==> src/rtl/opfwd_pkg.sv <==
package opfwd_pkg;

    // write-back kind of a producing instruction
    typedef enum logic [1:0] {
        WBK_ALU  = 2'd0,
        WBK_LOAD = 2'd1,
        WBK_LINK = 2'd2,
        WBK_IMM  = 2'd3
    } wb_kind_e;

    // operand source codes (code 3 is the execute stage's own value)
    typedef enum logic [2:0] {
        OPS_REG     = 3'd0,
        OPS_MEM_ALU = 3'd1,
        OPS_WB_DATA = 3'd2,
        OPS_OWN     = 3'd3,
        OPS_MEM_LNK = 3'd4,
        OPS_WB_LNK  = 3'd5,
        OPS_MEM_IMM = 3'd6,
        OPS_WB_IMM  = 3'd7
    } op_src_e;

    // store-data source codes
    typedef enum logic [1:0] {
        STS_REG     = 2'd0,
        STS_MEM_ALU = 2'd1,
        STS_WB_DATA = 2'd2,
        STS_ZERO    = 2'd3
    } st_src_e;

    typedef struct packed {
        logic    mem_hit;
        logic    wb_hit;
        op_src_e sel;
    } op_pick_t;

    typedef struct packed {
        logic    mem_hit;
        logic    wb_hit;
        st_src_e sel;
    } st_pick_t;

endpackage

==> src/rtl/opfwd_pick.sv <==
module opfwd_pick
    import opfwd_pkg::*;
#(
    parameter int TAG_W = 5
) (
    input  logic [TAG_W-1:0] src_tag,
    input  logic             own_ovr,
    input  logic [TAG_W-1:0] mem_rd_tag,
    input  logic             mem_wen,
    input  logic [1:0]       mem_kind,
    input  logic [TAG_W-1:0] wb_rd_tag,
    input  logic             wb_wen,
    input  logic [1:0]       wb_kind,
    output logic [2:0]       sel
);

    localparam logic [TAG_W-1:0] ZERO_TAG = '0;

    op_pick_t pick_d;

    always_comb begin
        pick_d = '{mem_hit: 1'b0, wb_hit: 1'b0, sel: OPS_REG};
        // load results never come from the memory stage
        pick_d.mem_hit = mem_wen && (mem_rd_tag != ZERO_TAG)
                      && (mem_rd_tag == src_tag)
                      && (mem_kind != WBK_LOAD);
        pick_d.wb_hit  = wb_wen && (wb_rd_tag != ZERO_TAG)
                      && (wb_rd_tag == src_tag);
        if (own_ovr) begin
            pick_d.sel = OPS_OWN;
        end else if (pick_d.mem_hit) begin
            unique case (mem_kind)
                WBK_LINK: pick_d.sel = OPS_MEM_LNK;
                WBK_IMM:  pick_d.sel = OPS_MEM_IMM;
                default:  pick_d.sel = OPS_MEM_ALU;
            endcase
        end else if (pick_d.wb_hit) begin
            unique case (wb_kind)
                WBK_LINK: pick_d.sel = OPS_WB_LNK;
                WBK_IMM:  pick_d.sel = OPS_WB_IMM;
                default:  pick_d.sel = OPS_WB_DATA;
            endcase
        end
    end

    assign sel = pick_d.sel;

    always_comb begin
        if (own_ovr)
            assert_override_R3: assert (sel == 3'd3);
        if (!own_ovr && src_tag == ZERO_TAG)
            assert_x0_quiet_R6: assert (sel == 3'd0);
        if (!own_ovr && mem_kind == 2'd1 && mem_rd_tag == src_tag)
            assert_no_mem_load_R8: assert (sel != 3'd1 && sel != 3'd4 && sel != 3'd6);
        if (!own_ovr && !mem_wen && !wb_wen)
            assert_need_wen_R5: assert (sel == 3'd0);
    end

endmodule

==> src/rtl/opfwd_store_pick.sv <==
module opfwd_store_pick
    import opfwd_pkg::*;
#(
    parameter int TAG_W = 5
) (
    input  logic [TAG_W-1:0] src_tag,
    input  logic [TAG_W-1:0] mem_rd_tag,
    input  logic             mem_wen,
    input  logic [1:0]       mem_kind,
    input  logic [TAG_W-1:0] wb_rd_tag,
    input  logic             wb_wen,
    output logic [1:0]       sel
);

    localparam logic [TAG_W-1:0] ZERO_TAG = '0;

    st_pick_t pick_d;

    always_comb begin
        pick_d = '{mem_hit: 1'b0, wb_hit: 1'b0, sel: STS_REG};
        pick_d.mem_hit = mem_wen && (mem_rd_tag != ZERO_TAG)
                      && (mem_rd_tag == src_tag)
                      && (mem_kind == WBK_ALU);
        pick_d.wb_hit  = wb_wen && (wb_rd_tag != ZERO_TAG)
                      && (wb_rd_tag == src_tag);
        if (pick_d.mem_hit)
            pick_d.sel = STS_MEM_ALU;
        else if (pick_d.wb_hit)
            pick_d.sel = STS_WB_DATA;
    end

    assign sel = pick_d.sel;

    always_comb begin
        assert_st_code_R9: assert (sel != 2'd3);
        if (src_tag == ZERO_TAG)
            assert_st_x0_R6: assert (sel == 2'd0);
    end

endmodule

==> src/rtl/opfwd_mux.sv <==
module opfwd_mux #(
    parameter int W    = 32,
    parameter int N_IN = 8,
    localparam int SEL_W = $clog2(N_IN)
) (
    input  logic [N_IN-1:0][W-1:0] src,
    input  logic [SEL_W-1:0]       sel,
    output logic [W-1:0]           dout
);

    always_comb begin
        dout = src[sel];
    end

endmodule

==> src/rtl/opfwd_unit.sv <==
module opfwd_unit
    import opfwd_pkg::*;
#(
    parameter int DATA_W     = 32,
    parameter int TAG_W      = 5,
    parameter int LINK_BYTES = 4
) (
    input  logic [TAG_W-1:0]  ex_rs1_tag,
    input  logic [TAG_W-1:0]  ex_rs2_tag,
    input  logic              ex_is_auipc,
    input  logic              ex_use_imm,
    input  logic [DATA_W-1:0] ex_rs1_val,
    input  logic [DATA_W-1:0] ex_rs2_val,
    input  logic [DATA_W-1:0] ex_pc,
    input  logic [DATA_W-1:0] ex_imm,
    input  logic [TAG_W-1:0]  mem_rd_tag,
    input  logic              mem_wen,
    input  logic [1:0]        mem_kind,
    input  logic [DATA_W-1:0] mem_alu_res,
    input  logic [DATA_W-1:0] mem_pc,
    input  logic [DATA_W-1:0] mem_imm,
    input  logic [TAG_W-1:0]  wb_rd_tag,
    input  logic              wb_wen,
    input  logic [1:0]        wb_kind,
    input  logic [DATA_W-1:0] wb_pc,
    input  logic [DATA_W-1:0] wb_imm,
    input  logic [DATA_W-1:0] wb_data,
    output logic [2:0]        sel_a,
    output logic [2:0]        sel_b,
    output logic [1:0]        sel_st,
    output logic [DATA_W-1:0] opnd_a,
    output logic [DATA_W-1:0] opnd_b,
    output logic [DATA_W-1:0] store_data
);

    localparam int N_OPND = 2;
    localparam int N_OPS  = 8;
    localparam int N_STS  = 4;
    localparam logic [DATA_W-1:0] LINK_ADD = DATA_W'(LINK_BYTES);

    logic [DATA_W-1:0] mem_link_d, wb_link_d;
    logic [TAG_W-1:0]  op_tag_d  [N_OPND];
    logic              op_ovr_d  [N_OPND];
    logic [DATA_W-1:0] op_reg_d  [N_OPND];
    logic [DATA_W-1:0] op_own_d  [N_OPND];
    logic [2:0]        op_sel_d  [N_OPND];
    logic [DATA_W-1:0] op_val_d  [N_OPND];
    logic [N_STS-1:0][DATA_W-1:0] st_src_d;

    always_comb begin
        mem_link_d  = mem_pc + LINK_ADD;
        wb_link_d   = wb_pc + LINK_ADD;
        op_tag_d[0] = ex_rs1_tag;
        op_tag_d[1] = ex_rs2_tag;
        op_ovr_d[0] = ex_is_auipc;
        op_ovr_d[1] = ex_use_imm;
        op_reg_d[0] = ex_rs1_val;
        op_reg_d[1] = ex_rs2_val;
        op_own_d[0] = ex_pc;
        op_own_d[1] = ex_imm;
        st_src_d[STS_REG]     = ex_rs2_val;
        st_src_d[STS_MEM_ALU] = mem_alu_res;
        st_src_d[STS_WB_DATA] = wb_data;
        st_src_d[STS_ZERO]    = '0;
    end

    for (genvar g = 0; g < N_OPND; g++) begin : g_opnd
        logic [N_OPS-1:0][DATA_W-1:0] src_d;

        always_comb begin
            src_d[OPS_REG]     = op_reg_d[g];
            src_d[OPS_MEM_ALU] = mem_alu_res;
            src_d[OPS_WB_DATA] = wb_data;
            src_d[OPS_OWN]     = op_own_d[g];
            src_d[OPS_MEM_LNK] = mem_link_d;
            src_d[OPS_WB_LNK]  = wb_link_d;
            src_d[OPS_MEM_IMM] = mem_imm;
            src_d[OPS_WB_IMM]  = wb_imm;
        end

        opfwd_pick #(.TAG_W(TAG_W)) u_pick (
            .src_tag    (op_tag_d[g]),
            .own_ovr    (op_ovr_d[g]),
            .mem_rd_tag (mem_rd_tag),
            .mem_wen    (mem_wen),
            .mem_kind   (mem_kind),
            .wb_rd_tag  (wb_rd_tag),
            .wb_wen     (wb_wen),
            .wb_kind    (wb_kind),
            .sel        (op_sel_d[g])
        );

        opfwd_mux #(.W(DATA_W), .N_IN(N_OPS)) u_mux (
            .src  (src_d),
            .sel  (op_sel_d[g]),
            .dout (op_val_d[g])
        );
    end

    opfwd_store_pick #(.TAG_W(TAG_W)) u_st_pick (
        .src_tag    (ex_rs2_tag),
        .mem_rd_tag (mem_rd_tag),
        .mem_wen    (mem_wen),
        .mem_kind   (mem_kind),
        .wb_rd_tag  (wb_rd_tag),
        .wb_wen     (wb_wen),
        .sel        (sel_st)
    );

    opfwd_mux #(.W(DATA_W), .N_IN(N_STS)) u_st_mux (
        .src  (st_src_d),
        .sel  (sel_st),
        .dout (store_data)
    );

    assign sel_a  = op_sel_d[0];
    assign sel_b  = op_sel_d[1];
    assign opnd_a = op_val_d[0];
    assign opnd_b = op_val_d[1];

    always_comb begin
        if (sel_a == 3'd4)
            assert_link_value_R10: assert (opnd_a == mem_pc + LINK_ADD);
        if (sel_a == 3'd3)
            assert_a_own_pc_R1: assert (opnd_a == ex_pc);
        if (sel_b == 3'd3)
            assert_b_own_imm_R2: assert (opnd_b == ex_imm);
        if (mem_wen && mem_kind == 2'd0 && mem_rd_tag != '0 && mem_rd_tag == ex_rs1_tag && !ex_is_auipc)
            assert_mem_first_R7: assert (sel_a == 3'd1);
    end

endmodule

==> config.mk <==
export PLATFORM = sky130hd
export DESIGN_NAME = opfwd_unit
export DESIGN_NICKNAME = d
export VERILOG_FILES = /design/src/rtl/opfwd_pkg.sv /design/src/rtl/opfwd_pick.sv /design/src/rtl/opfwd_store_pick.sv /design/src/rtl/opfwd_mux.sv /design/src/rtl/opfwd_unit.sv
export SDC_FILE = /design/constraint.sdc
export NUM_CORES = 1
export LEC_CHECK = 0
export BUFFER_PORTS_ARGS = -buffer_cell sky130_fd_sc_hd__buf_2
export CAP_MARGIN = 10
export CORE_AREA = 5 5 173 175
export DETAILED_ROUTE_END_ITERATION = 7
export DIE_AREA = 0 0 178 180
export PLACE_DENSITY_LB_ADDON = 0.1
export SYNTH_ARGS = -nofsm -noshare
export SYNTH_HDL_FRONTEND = slang
export SYNTH_SLANG_ARGS = --single-unit
==> constraint.sdc <==
create_clock -name vclk -period 6.3
set_input_delay 1.26 -clock vclk [all_inputs]
set_output_delay 1.26 -clock vclk [all_outputs]
set_load 0.02 [all_outputs]
[Word-level counts from Yosys, hierarchy flattened]
Cells that the tools add are included.
Word-level totals
  register bits: 0
  bits in latches: 0
  RAM bits: 0
  memory bits (read-only): 0
  output and inout bits: 104
  memories kept: 0
Cells by class
  $add $sub $neg: 2
  $mul: 0
  div/mod/pow operators: 0
  $lt $le $gt $ge: 3
  eq/ne operators: 9
  shift operators: 0
  muxes and demuxes: 16
  bitwise logic cells: 0
  reductions and logical operators: 12
Operators by type and width (count)
  binary-select mux 32 bit (select 3 bit): 2
  two-way mux 32 bit: 3
  adder 32 x 3 -> 32 bit, second input constant: 2
  binary-select mux 32 bit (select 2 bit): 1
  equality test 5 bit: 4
  two-way mux 3 bit: 6
  one-hot mux 3 bit (2 select lines): 2
  nonzero test 5 bit: 2
  logical AND 1 bit: 9
  equality test 2 bit, second input constant: 4
  < comparator 3 x 4 -> 1 bit, second input constant: 2
  two-way mux 2 bit: 2
  < comparator 2 x 3 -> 1 bit, second input constant: 1
  zero test 2 bit: 1
  != test 2 x 1 -> 1 bit, second input constant: 1

[Longest topological paths before layout]
Gate-level depths: netlist of the first run.
  word-level depth: 8
  gate-level depth with buffers: 11
  gate-level depth less buffers: 8

[Cells and area by module]
Synthesis of the first run repeated with hierarchy kept, for this count alone.
Unflattened totals
  cell total of the unflattened synthesis: 527
  area, all modules: 6815.3 um2
Modules (own cells, without submodules)
  opfwd_mux (g_opnd[0].u_mux ...): times used 2, cells each 114, area an instance 2073.2 um2
  opfwd_unit: times used 1, cells each 169, area an instance 1169.9 um2
  opfwd_mux (u_st_mux): times used 1, cells each 39, area an instance 814.5 um2
  opfwd_pick: times used 2, cells each 35, area an instance 264.0 um2
  opfwd_store_pick: times used 1, cells each 21, area an instance 156.4 um2

[Worst setup path before layout of the first run]
OpenSTA, ideal clock, no wires.
  path kind: input to output
  from: input port mem_rd_tag[0]
  to: output port opnd_a[30]
  arrival time: 3.907 ns
  required time: 5.040 ns
  slack: 1.133 ns
  cell stages on the path: 8
  buffers on the path: 1
  path through: or4_1 -> o211ai_2 -> nor4_1 -> a311oi_4 -> buf_4 -> nand2_1 -> and3_1 -> a2111oi_1
On the way
  word-level cells in the longest chain between the ends: 8
RTL lines
  start: declaration: line opfwd_unit.sv:16  | input logic [TAG_W-1:0] mem_rd_tag,
  nonzero test 5 bit
  logical AND 1 bit: line opfwd_pick.sv:24  | pick_d.mem_hit = mem_wen && (mem_rd_tag != ZERO_TAG)
  logical AND 1 bit *: line opfwd_pick.sv:25  | && (mem_rd_tag == src_tag)
  logical AND 1 bit *: line opfwd_pick.sv:26  | && (mem_kind != WBK_LOAD);
  two-way mux 3 bit *: line opfwd_pick.sv:31  | end else if (pick_d.mem_hit) begin
  two-way mux 3 bit *: line opfwd_pick.sv:29  | if (own_ovr) begin
  binary-select mux 32 bit (select 3 bit) *: line opfwd_mux.sv:12  | dout = src[sel];
  two-way mux 32 bit (implied by the code) *: line opfwd_mux.sv:12
  end: declaration: line opfwd_unit.sv:31  | output logic [DATA_W-1:0] opnd_a,
Every way passes the cells marked *; elsewhere a longest branch is shown, timed or not. The select of a mux whose other input is x is not followed.

[Final worst setup path of the first run]
  from: input port mem_rd_tag[0]
  to: output port opnd_a[13]
The elaborated chain is that of the path after synthesis.

==> results.md, run 1 <==
- IO Pins: 452
- Total GRT Usage: 0.253
- RSZ-0062 raised after global routing: false
- Logic gate share of total power: 1.000
- Status: completed
- Register area share after synthesis: 0
- Hold-fix buffers, CTS: 0
- Final Cycle Share: 0.921
- Top cell type by total area after synthesis: nand2_1
- Post-CTS setup buffers: 0
- Critical Path RT: 5040 ps
- Hold/Removal Path Class: input pin to primary output
- Count leader, synth: nand2_1
- Post-route setup TNS: 0 ps
- Avg WL per Cell: 23.6 µm
- Sequential share of power: 0
- Top cells by area, synth: nand2_1, mux2i_1, nand3_1
- Nets: ~1.8k
- Net Count, Synth: ~1.4k
- Worst Hold Launch: mem_alu_res[17]
- Clk network pwr share: 0
- Synth Instances: ~1.1k
- Routed Antenna Nets: 0
- Die Y: between 150 and 200 µm
- Hpwl dp: approximately 35 mm
- Yosys Warn Count: 0
- Initial antenna violation count: 10
- CP Cell Sequence: buf_2, or4_1, o211ai_2, or3_1, a311oi_4, nor3_4, buf_4, a32oi_1, o211a_1, buf_2
- Max Slew Vio Count: 0
- DR iter-0 viols: 711
- Top cell type's share of synthesized area: 0.196
- Static leakage: about 4.5 nW
- Buf/Inv on CP: 3
- Gpl congestion: approximately 0.90
- Seq cells: 0
- Syn Area/Cell: approximately 6 µm²
- Total Power: between 0.0007 and 0.0008 W
- GRT Residual Overflow: 0
- Syn-to-layout area delta: 44.0%
- Pwr dens: slightly below 80 mW/mm²
- Worst Hold Path EP: store_data[17]
- CP top delay family: simple AND/OR/NAND/NOR gates
- Kind of critical path: input pin to primary output
- Fmax: around 170 MHz
- Switching portion of total power: 0.615
- Routed WL: roughly 44 mm
- Post-Syn Area: about 0.0064 mm²
- Startpoint Class: input pin
- Final Hold Vio Count: 0
- Die X: between 150 and 200 µm
- Commonest cells post-synth: nand2_1, mux2i_1, nand3_1
- Resized cells post-CTS: 0
- Max-Cap Viols: 0
- Peak VDD IR: about 0.028 mV
- CP max stage delay: 860 ps
- Share of layout cells above drive strength 1: 0.357
- Std cell rows: between 60 and 70
- IO Port Bufs: approximately 450
- Worst Path Max Fanout: 16
- Router iterations before antenna repair: 5
- Vias in the first global route: ~9.7k
- Data arrival, critical path: 4540 ps
- First-pass GRT wire length: 62.7 mm
- # setup viols final: 0
- CP most frequent cell: buf_2
- CP max stage cell: nor3_4
- Die ar.: approximately 0.032 mm²
- Via/cell ratio: 5.30
- P_int: around 0.00027 W
- Slew @ Worst Pin: about 1100 ps
- CP Capture Type: primary output
- Largest net degree at the start of global routing: 94
- Sw Pwr: approximately 0.00044 W
- Storage cell area: 0 µm²
- # DRC: 0
- Initial Util: 0.226
- # clk buffers: 0
- Slew HR: 0.249
- Count of cell types in the netlist: 58
- DR vias: 9865
- Final worst path period need: between 5000 and 6000 ps
- Hold path depth: 4
- Core area: roughly 0.028 mm²
==> worst max-delay path by stage <==
stage / depth (start not counted) / to / slack (ps) / from
4_1_cts: 10 / opnd_a[13] / 420 / mem_rd_tag[0]
2_1_floorplan: 8 / opnd_a[30] / 1130 / mem_rd_tag[0]
3_3_place_gp: 10 / opnd_a[13] / 520 / mem_rd_tag[0]
5_1_grt: 10 / opnd_a[8] / 290 / mem_rd_tag[0]
3_5_place_dp: 10 / opnd_a[13] / 430 / mem_rd_tag[0]
6_report: 10 / opnd_a[13] / 500 / mem_rd_tag[0]
==> cell type report <==
class                           instances  area (µm²)
Antenna cell                            8        20.0
Fill cell                            3297       19100
Inverter                               18        71.3
Multi-Input combinational cell        965        6060
Tap cell                              384         480
Timing Repair Buffer                  488        2580
==> routing by layer <==
layer  routed length [µm]  vias up  track usage
met2                20800      433        0.422
met5                   25        -            0
met4                  831        4       0.0541
met3                 2980       45       0.0309
li1                     -     4695            -
met1                19300     4688        0.349
==> through the flow <==
step                cells  hold slack, ps  worst slack, ps   util  cell area, µm²
CTS                  1855            2880              423  0.325            9190
global placement     1855            2870              522  0.325            9190
floorplan            1062            2750             1130      -            6400
finish               1863            2870              495  0.325            9210
detailed placement   1855            2870              426  0.325            9190
global route         1863            2900              289  0.325            9210
==> cell families (layout without fill, tap and decap cells) <==
family | count (synthesis) | in the layout | synth area share
other | 0 | 8 | 0
muxes | 116 | 116 | 0.184
xor gates and xnor gates | 76 | 76 | 0.104
AOI/OAI and AO/OA | 224 | 224 | 0.260
buffers and inverters | 97 | 506 | 0.0639
adders and majority gates | 2 | 2 | 0.00391
and+or+nand+nor | 547 | 547 | 0.384
==> power groups by stage <==
stage,Combinational [W],Clock (W),Sequential [W]
5_1_grt,0.000762,0.000000000170,0
4_1_cts,0.000706,0,0
3_3_place_gp,0.000705,0,0
6_report,0.000709,0.000000000170,0
2_1_floorplan,0.000367,0,0
3_5_place_dp,0.000703,0,0
==> cells in the final DEF (no fill, tap or decap), drive strengths merged, types with 15 or more instances in the layout <==
master	Yosys	final
nand4	15	15
mux2i	103	103
and3	39	39
inv	18	17
a211oi	15	15
buf	44	488
a32oi	28	28
o21ai	42	42
o211ai	36	36
nor2	31	31
nand2	334	334
xnor2	36	36
xor2	40	40
a21oi	40	40
nand3	72	72
Power figures use the tool's default switching activity.
==> run 2, diff against run 1 <==
Settings changed: BUFFER_PORTS_ARGS -buffer_cell sky130_fd_sc_hd__buf_2 to unset, DONT_BUFFER_PORTS set to 1.
==> run 2 against run 1 <==
Effect of this change:
- final cell count decreased by 23%
- sequential share of layout area unchanged
- power decreased by 27%
- first-iteration DRC count increased by 3.2%
- global-route usage decreased by 0.76 points
- final area decreased by 22%
- setup slack improved by 260 ps
- hold slack got worse by 91 ps
- critical path depth decreased by 1
- non-clock buffer count decreased by 428
- die area unchanged
- highest routed layer is now met4
==> results.md, run 2 (synthesis results as in run 1) <==
- Status: completed
- P_int: 0.000180 W (-34%)
- Resized cells post-CTS: 0 (unchanged)
- Via/cell ratio: 5.80 (+9.5%)
- IO Pins: 452 (unchanged)
- Hpwl dp: 34.2 mm (-2.8%)
- CP Cell Sequence: or4_1, o211ai_2, or3_1, a311oi_4, inv_6, buf_12, nand2_1, a32oi_1, and3_1
- Die Y: 180 µm (unchanged)
- Initial Util: 0.226 (unchanged)
- Post-route setup TNS: 0 ps (unchanged)
- GRT Residual Overflow: 0 (unchanged)
- Pwr dens: 72.8 mW/mm² (-5.4%)
- Initial antenna violation count: 1 (-9)
- Nets: 1395 (-23%)
- Sequential share of power: 0 (unchanged)
- Hold path depth: 2 (-2)
- CP max stage delay: 580 ps (-280 ps)
- Peak VDD IR: 0.0198 mV (-30%)
- Post-Place Cell Area: 0.00715 mm² (-22%)
- RSZ-0062 raised after global routing: false
- Slew @ Worst Pin: 897 ps (-229 ps)
- CP max stage cell: or4_1
- Switching portion of total power: 0.654 (+0.0385)
- Vias in the first global route: 8311 (-14%)
- Core area: 0.0283 mm² (unchanged)
- DR iter-0 viols: 734 (+3.2%)
- DR vias: 8280 (-16%)
- Data arrival, critical path: 4290 ps (-250 ps)
- Static leakage: 2.84 nW (-37%)
- Routed Antenna Nets: 0 (unchanged)
- Most frequent cells in the layout: nand2_1, mux2i_1, nand3_1
- Inst Count DP: 1427 (-23%)
- Storage cell area: 0 µm² (unchanged)
- CP Capture Type: primary output
- Die X: 178 µm (unchanged)
- Hold-fix buffers, CTS: 0 (unchanged)
- Routed WL: 42.6 mm (-3.0%)
- Worst Hold Path EP: store_data[28]
- CP top delay family: simple AND/OR/NAND/NOR gates
- Std cell rows: 62 (unchanged)
- Gpl congestion: 0.859 (-5.0%)
- Max Slew Vio Count: 0 (unchanged)
- Seq cells: 0 (unchanged)
- Hold/Removal Path Class: input pin to primary output
- Levels on crit path: 9 (-1)
- Logic gate share of total power: 1.000 (about the same)
- # clk buffers: 0 (unchanged)
- Fmax: 180 MHz (+4.6%)
- Worst Path Max Fanout: 40 (+24)
- Total GRT Usage: 0.246 (-0.00755)
- Non-Filler Instances: 1428 (-23%)
- IO Port Bufs: 0 (-100%)
- Filler cells: 3321 (+0.73%)
- # DRC: 0 (unchanged)
- Design area: 0.00715 mm² (-22%)
- Syn-to-layout area delta: 11.8%
- Startpoint Class: input pin
- Area of the multi-input gates: 0.00606 mm² (about the same)
- Sw Pwr: 0.000340 W (-22%)
- Post-CTS setup buffers: 0 (unchanged)
- # setup viols final: 0 (unchanged)
- Max-Cap Viols: 0 (unchanged)
- Share of layout cells above drive strength 1: 0.0940 (-0.263)
- Critical Path RT: 5040 ps (about the same)
- Worst Hold Launch: mem_alu_res[28]
- Largest net degree at the start of global routing: 67 (-29%)
- Kind of critical path: input pin to primary output
- Die ar.: 0.0320 mm² (unchanged)
- Router iterations before antenna repair: 5 (unchanged)
- Final Cycle Share: 0.881 (-0.0408)
- Avg WL per Cell: 29.8 µm (+27%)
- First-pass GRT wire length: 59.4 mm (-5.3%)
- Clk network pwr share: 0 (unchanged)
- Slew HR: 0.396 (+0.147)
- Final Hold Vio Count: 0 (unchanged)
- Most common cell after layout, fill and taps aside: nand2_1
- Final worst path period need: 5550 ps (-257 ps)
- Buf/Inv on CP: 2 (-1)
run 2: cell types whose count changed in the layout (fill, tap and decap cells not counted), sizes merged:
| cell | delta |
|---|---|
| buf | -428 |
| diode | -7 |
run 2: area by class of cell:
type                       instances  share of cell area
antenna                            1            0.000350
timing repair buffer              60              0.0752
inverter                          18              0.0103
multi-input combinational        965               0.847
tap                              384              0.0672
run 2: per-stage QoR:
stage | power, W | setup slack, ps | util | hold WS (ps)
detailed placement | 0.000520 | 788 | 0.253 | 2790
CTS | 0.000522 | 780 | 0.253 | 2790
global placement | 0.000521 | 786 | 0.253 | 2790
finish | 0.000521 | 752 | 0.253 | 2780
global route | 0.000558 | 625 | 0.253 | 2790
floorplan | 0.000367 | 1130 | - | 2750
run 2: how the worst max path moves through the flow:
stage | end | startpoint | slack [ps]
after floorplan | opnd_a[30] | mem_rd_tag[0] | 1130
after global placement | opnd_b[12] | mem_rd_tag[0] | 790
after detailed placement | opnd_b[12] | mem_rd_tag[0] | 790
after CTS | opnd_b[12] | mem_rd_tag[0] | 780
after global routing | opnd_b[15] | mem_rd_tag[0] | 630
final | opnd_b[12] | mem_rd_tag[0] | 750
run 2: metal layers:
metal	share of wire	global-route usage
met3	0.089	0.0546
met2	0.47	0.411
met4	0.016	0.0365
met1	0.43	0.329
met5	0	0
run 2: power by group through the flow:
stage               sequential (W)  combinational, W        clock (W)
floorplan                        0          0.000367                0
finish                           0          0.000521  0.0000000000216
detailed placement               0          0.000520                0
global placement                 0          0.000521                0
CTS                              0          0.000522                0
global route                     0          0.000558  0.0000000000214
